--- src/rtl/pid_comp.sv ---
module pid_comp #(
  parameter int EW = 10,
  parameter int GW = 13,
  parameter int OW = 12,
  parameter int EFRAC = 9,
  parameter int GFRAC = 10,
  parameter int OFRAC = 11,
  parameter logic signed [GW-1:0] KP = 13'sb001_1010101110,
  parameter logic signed [GW-1:0] KI = 13'sb000_0011101100,
  parameter logic signed [GW-1:0] KD = 13'sb010_0110011010
) (
  input  logic                 clk,
  input  logic                 rst_n,
  input  logic                 tick,
  input  logic signed [EW-1:0] err_in,
  output logic signed [OW-1:0] ctrl_out
);
  localparam int PW = EW + GW;
  localparam int PFRAC = EFRAC + GFRAC;
  localparam int SH = PFRAC - OFRAC;
  localparam int SW = PW + 2;
  localparam logic signed [PW:0] IMAX = (PW+1)'((1 <<< PFRAC) - 1);
  localparam logic signed [PW:0] IMIN = -(PW+1)'(1 <<< PFRAC);
  localparam logic signed [PW:0] DMAX = (PW+1)'((1 <<< (PW-1)) - 1);
  localparam logic signed [PW:0] DMIN = -(PW+1)'(1 <<< (PW-1));
  localparam logic signed [SW-1:0] OMAX = SW'(((1 <<< (OW-1)) - 1) <<< SH);
  localparam logic signed [SW-1:0] OMIN = -SW'((1 <<< (OW-1)) <<< SH);

  logic signed [EW-1:0] e_cur, e_prev;
  logic                 tick_d;
  logic signed [PW-1:0] integ, i_next, d_t;
  logic signed [SW-1:0] sum_c;

  wire signed [EW:0]   de     = (EW+1)'(e_cur) - (EW+1)'(e_prev);
  wire signed [PW-1:0] p_t    = PW'(e_cur) * PW'(KP);
  wire signed [PW-1:0] i_inc  = PW'(e_cur) * PW'(KI);
  wire signed [PW:0]   d_full = (PW+1)'(de) * (PW+1)'(KD);
  wire signed [PW:0]   i_sum  = (PW+1)'(integ) + (PW+1)'(i_inc);
  wire signed [SW-1:0] sum_r  = SW'(p_t) + SW'(i_next) + SW'(d_t);

  always_comb begin
    if (i_sum > IMAX)      i_next = PW'(IMAX);
    else if (i_sum < IMIN) i_next = PW'(IMIN);
    else                   i_next = PW'(i_sum);
    if (d_full > DMAX)      d_t = PW'(DMAX);
    else if (d_full < DMIN) d_t = PW'(DMIN);
    else                    d_t = PW'(d_full);
    if (sum_r > OMAX)      sum_c = OMAX;
    else if (sum_r < OMIN) sum_c = OMIN;
    else                   sum_c = sum_r;
  end

  always_ff @(posedge clk or negedge rst_n) begin
    if (!rst_n) begin
      e_cur  <= '0;
      e_prev <= '0;
      tick_d <= 1'b0;
    end else begin
      tick_d <= tick;
      if (tick) begin
        e_prev <= e_cur;
        e_cur  <= err_in;
      end
    end
  end

  always_ff @(posedge clk or negedge rst_n) begin
    if (!rst_n) begin
      integ    <= '0;
      ctrl_out <= '0;
    end else if (tick_d) begin
      integ    <= i_next;
      ctrl_out <= sum_c[SH +: OW];
    end
  end
endmodule


--- config.mk ---
export PLATFORM = sky130hd
export DESIGN_NAME = pid_comp
export DESIGN_NICKNAME = d
export VERILOG_FILES = /design/src/rtl/pid_comp.sv
export SDC_FILE = /design/constraint.sdc
export NUM_CORES = 1
export LEC_CHECK = 0
export BUFFER_PORTS_ARGS = -buffer_cell sky130_fd_sc_hd__buf_4
export CORE_AREA = 8 8 149 151
export CTS_CLUSTER_SIZE = 25
export DETAILED_ROUTE_END_ITERATION = 7
export DIE_AREA = 0 0 157 159
export PLACE_DENSITY = 0.88
export SETUP_SLACK_MARGIN = 0.1
export SYNTH_ARGS = -nofsm -noshare
export SYNTH_HDL_FRONTEND = slang
export SYNTH_SLANG_ARGS = --single-unit
--- constraint.sdc ---
create_clock -name clk -period 14.7 [get_ports clk]
set_input_delay 2.205 -clock clk [delete_from_list [all_inputs] [get_ports clk]]
set_output_delay 2.205 -clock clk [all_outputs]
set_load 0.03 [all_outputs]
### Word level (Yosys, flattened, before mapping)

Index checks and enable logic that the tools add are counted.

* flip-flop bits (word level): 56
* latch bits: 0
* RAM bits: 0
* memory bits (read-only): 0
* input port bits: 13
* output and inout bits: 12
* memories kept: 0

* add/subtract/negate cells: 4
* multipliers: 3
* divide/modulo/power cells: 0
* magnitude comparators: 6
* equality and inequality tests: 0
* shift-type cells: 0
* mux-type cells: 6
* bitwise gates (word level): 0
* reduce and logical (&&, ||, !) cells: 0

Operator list (count)
* $mux 23: 4
* $mux 20: 2
* $add 24x23->25: 1
* $gt 25x20->1 const B: 1
* $lt 25x20->1 const B: 1
* $add 22x23->24: 1
* $add 23x19->24: 1
* $gt 24x20->1 const B: 1
* $gt 24x23->1 const B: 1
* $lt 24x20->1 const B: 1
* $lt 24x23->1 const B: 1
* $mul 11x12->23 const B: 1
* $mul 10x11->21 const B: 1
* $mul 10x7->17 const B: 1
* $sub 10x10->11: 1

### Logic depth before layout (Yosys ltp)

* depth in word-level cells: 10
* depth in mapped cells: 45
* depth with buffers taken out: 43

### Worst setup path after synthesis

Ideal clock, no wire load.

* path type: reg2reg
* from: reg e_cur[1]
* to: reg ctrl_out[10]
* arrival: 10.041 ns
* required time: 14.574 ns
* setup slack: 4.532 ns
* cell stages (with the launch flop): 42
* buffers on the path: 2
* cell sequence: dfrtp_1 ha_1 nor2b_1 o21ai_0 a21boi_0 o21ai_0 a21boi_0 o21a_1 o21a_1 o211a_1 or3_1 fa_1 inv_1 fa_1 fa_1 inv_1 fa_1 inv_1 [6 not listed] o21ai_1 o211ai_1 clkbuf_1 a21oi_1 fa_1 inv_1 ha_1 fa_1 a211oi_1 o21ai_0 a211o_1 a41oi_1 xor2_1 a31oi_1 a41oi_1 a31oi_1 clkbuf_1 a221o_1

* longest elaborated chain between the ends: 10

RTL lines
* from (decl): line 29 `logic signed [EW-1:0] e_cur, e_prev;`
* from (signal assigned): line 62 `e_cur <= err_in;`
* $mul 10x7->17: line 36 `wire signed [PW-1:0] i_inc = PW'(e_cur) * PW'(KI);`
* $add 23x19->24: line 38 `wire signed [PW:0] i_sum = (PW+1)'(integ) + (PW+1)'(i_inc);`
* $lt 24x20->1: line 43 `else if (i_sum < IMIN) i_next = PW'(IMIN);`
* $mux 23: line 43
* $mux 23: line 42 `if (i_sum > IMAX) i_next = PW'(IMAX);`
* $add 22x23->24: line 39 `wire signed [SW-1:0] sum_r = SW'(p_t) + SW'(i_next) + SW'(d_t);`
* $add 24x23->25 *: line 39
* $lt 25x20->1: line 49 `else if (sum_r < OMIN) sum_c = OMIN;`
* $mux 20: line 49
* $mux 20 *: line 48 `if (sum_r > OMAX) sum_c = OMAX;`
* to (signal assigned): line 73 `ctrl_out <= sum_c[SH +: OW];`
* to (decl): line 16 `output logic signed [OW-1:0] ctrl_out`

Mark *: on every way between the ends. The rest lies on a longest branch, timed or not.
A chain may end at the register's enable or synchronous reset.

### Final worst setup path

* from: reg e_cur[2]
* to: reg ctrl_out[5]

The elaborated chain is that of the path after synthesis.

==> impl_metrics.json <==
{
  "finalMaxSlewViolations": 0,
  "fin_worst_skew_ns": 0.0113,
  "grt_setup_unrepaired": "false",
  "worstSetupPathType": "register to register",
  "grt_pass1_wl_um": 46200,
  "setup_viol": 0,
  "async_flop_share": 1.00,
  "cp_max_fo": 31,
  "clkSlewWorstSetupHoldPaths_ns": 0.09,
  "max_cap_violations": 0,
  "die_area_sq_mm": 0.0250,
  "layout.nets": 1717,
  "layout.cells.non_filler": 1636,
  "slowest_stage": "o21ai_0",
  "grt_use_total": 0.225,
  "cts_buffer_depth": 2,
  "ant_nets": 0,
  "cts_made_buffers": 5,
  "yosysWarnings": 0,
  "min_period_over_period": 0.804,
  "postSynthAreaPerCell_sq_um": 8.66,
  "drive_above_1_share": 0.0439,
  "fin_crit_ns": 11.82,
  "max_freq_ghz": 0.0846,
  "outcome": "finished clean",
  "holdWs_ns": 0.501,
  "synth_cell_types": 69,
  "crit_top_cell": "o21ai_0",
  "ys_top_cells_by_count": "inv_1, ha_1, fa_1, a21oi_1, nand2_1",
  "synth-edff-count": 0,
  "dr.pass1.iters": 5,
  "slew_headroom": 0.242,
  "wl_per_cell_um": 16.9,
  "yosysTopAreaCell": "ha_1",
  "place_hpwl_um": 23100,
  "port_buffers": 24,
  "syn-instance-count": 1358,
  "synth.cell_area_sq_mm": 0.0118,
  "yosys_register_bits": 56,
  "drcViolationCount": 0,
  "dp_cells": 1628,
  "synth-main-ff-cell": "dfrtp_1",
  "gp_congestion": 0.961,
  "grt_max_degree": 57,
  "core_sq_mm": 0.0198,
  "cts_root_buf": "clkbuf_16",
  "cp.required_ns": 14.95,
  "vias": 9598,
  "yosys.area.top_type_share": 0.241,
  "die_x_um": 157,
  "initial_core_util": 0.592,
  "yosysSeqAreaShare": 0.119,
  "post-cts-setup-buffer-count": 0,
  "worstMarginPinSlew_ns": 1.13,
  "antenna_found_initial": 0,
  "clk_latency_ns": 0.32,
  "drt_iter0_drc": 756,
  "grt_pass1_vias": 9845,
  "cp-start-kind": "register",
  "cts_num_sinks": 56,
  "postCtsHoldBufs": 0,
  "via_per_inst": 5.87,
  "synth_most_common_cell": "inv_1",
  "die_h_um": 159,
  "cpPeakStageDelay_ns": 0.91,
  "cts_tree": "yes",
  "io-pin-count": 25,
  "overflow": 0,
  "num_rows": 52,
  "routed_wl_um": 27700,
  "synth.area.top_cells": "ha_1, fa_1, dfrtp_1, inv_1, xnor2_1",
  "hold_path_class": "register to register",
  "htreeDepth": 2,
  "end_kind": "register",
  "hold_viol": 0,
  "cp.arrival_ns": 12.07,
  "antenna_cells": 0,
  "setup_tns_ns": 0,
  "synth.net_count": 1709,
  "areaGrowthSynthToFinish_pct": 4.79,
  "final_core_utilization": 0.621,
  "cts_resized": 0
}
worst max-delay path, delay by kind of cell (launching register included):
| family | cells | cell delay, ns |
|---|---|---|
| compound gates | 19 | 5.39 |
| xor+xnor | 1 | 0.54 |
| fa+ha+maj | 8 | 3.57 |
| buf+inv | 5 | 0.55 |
| flops | 1 | 0.67 |
| simple gates | 4 | 1.01 |
sequential cells by signal (all words and copies together), names as in the netlist:
| register | flops |
|---|---|
| tick_d | 1 |
| e_prev | 10 |
| ctrl_out | 12 |
| e_cur | 10 |
| integ | 23 |
path summary, 6_finish.rpt:
check | endpoint | from | cells past startpoint | slack [ns]
max | ctrl_out[5] | e_cur[2] | 37 | 2.88
min | integ[5] | integ[5] | 2 | 0.50
max reg2reg | ctrl_out[5] | e_cur[2] | 37 | 2.88
min reg2reg | integ[5] | integ[5] | 2 | 0.50
max in group asynchronous | e_cur[6] | rst_n | 1 | 12.20
min in group asynchronous | ctrl_out[2] | rst_n | 1 | 1.95
placed cells by master (no fill, tap or decap), drive strengths merged, types with 3 or more instances in the layout:
master  Yosys  final
a21o       31     31
nand3      36     36
a31o        3      3
a41oi       4      4
xnor2      55     55
nand4       4      4
o31ai       3      3
a21oi      93     93
mux2        5      5
o21ai      73     73
a311oi      4      4
a211oi     11     11
and3       11     11
inv       263    264
or3         9      9
clkbuf     20      5
nor2       57     57
a31oi      16     16
o21bai      6      6
buf         6     27
a211o       3      3
mux2i       7      7
or2        10     10
nand2      76     76
xor2       25     25
nand2b     10     10
o21a       21     21
ha        226    226
and2        3      3
nor3       27     27
dfrtp      56     56
nor2b       8      8
o31a        3      3
fa        112    112
a21boi      7      7
a221o      12     12
o211ai      7      7
routing by layer:
layer	track usage	vias up	part of all wire	routed length (um)
met5	0	-	0	0
met1	0.272	4631	0.41	11500
li1	-	4615	-	-
met3	0.0274	73	0.048	1320
met4	0.100	0	0.039	1090
met2	0.392	279	0.50	13800
metrics by stage:
stage                     instance area [sq um]  setup slack [ns]
after floorplan                           11800              4.53
after global placement                    12200              3.09
after detailed placement                  12200              2.83
after CTS                                 12300              2.77
after global routing                      12300              1.99
final                                     12300              2.88
logic make-up after synthesis:
family	synth area share
muxes	0.0107
AOI/OAI and AO/OA	0.178
buffers and inverters	0.0944
DFF	0.119
and+or+nand+nor	0.107
adders and majority gates	0.431
xor gates and xnor gates	0.0596
final cells by class:
| class | count | area, sq um |
|---|---|---|
| multi-input combinational | 1012 | 9250 |
| fill | 1618 | 7520 |
| sequential | 56 | 1400 |
| inverter | 264 | 991 |
| tap | 270 | 338 |
| timing repair buffer | 27 | 203 |
| clock buffer | 5 | 125 |
| clock inverter | 2 | 16.3 |
Power is not shown: default switching activity piles up to over one toggle a cycle in this logic, so the estimate is an artifact.
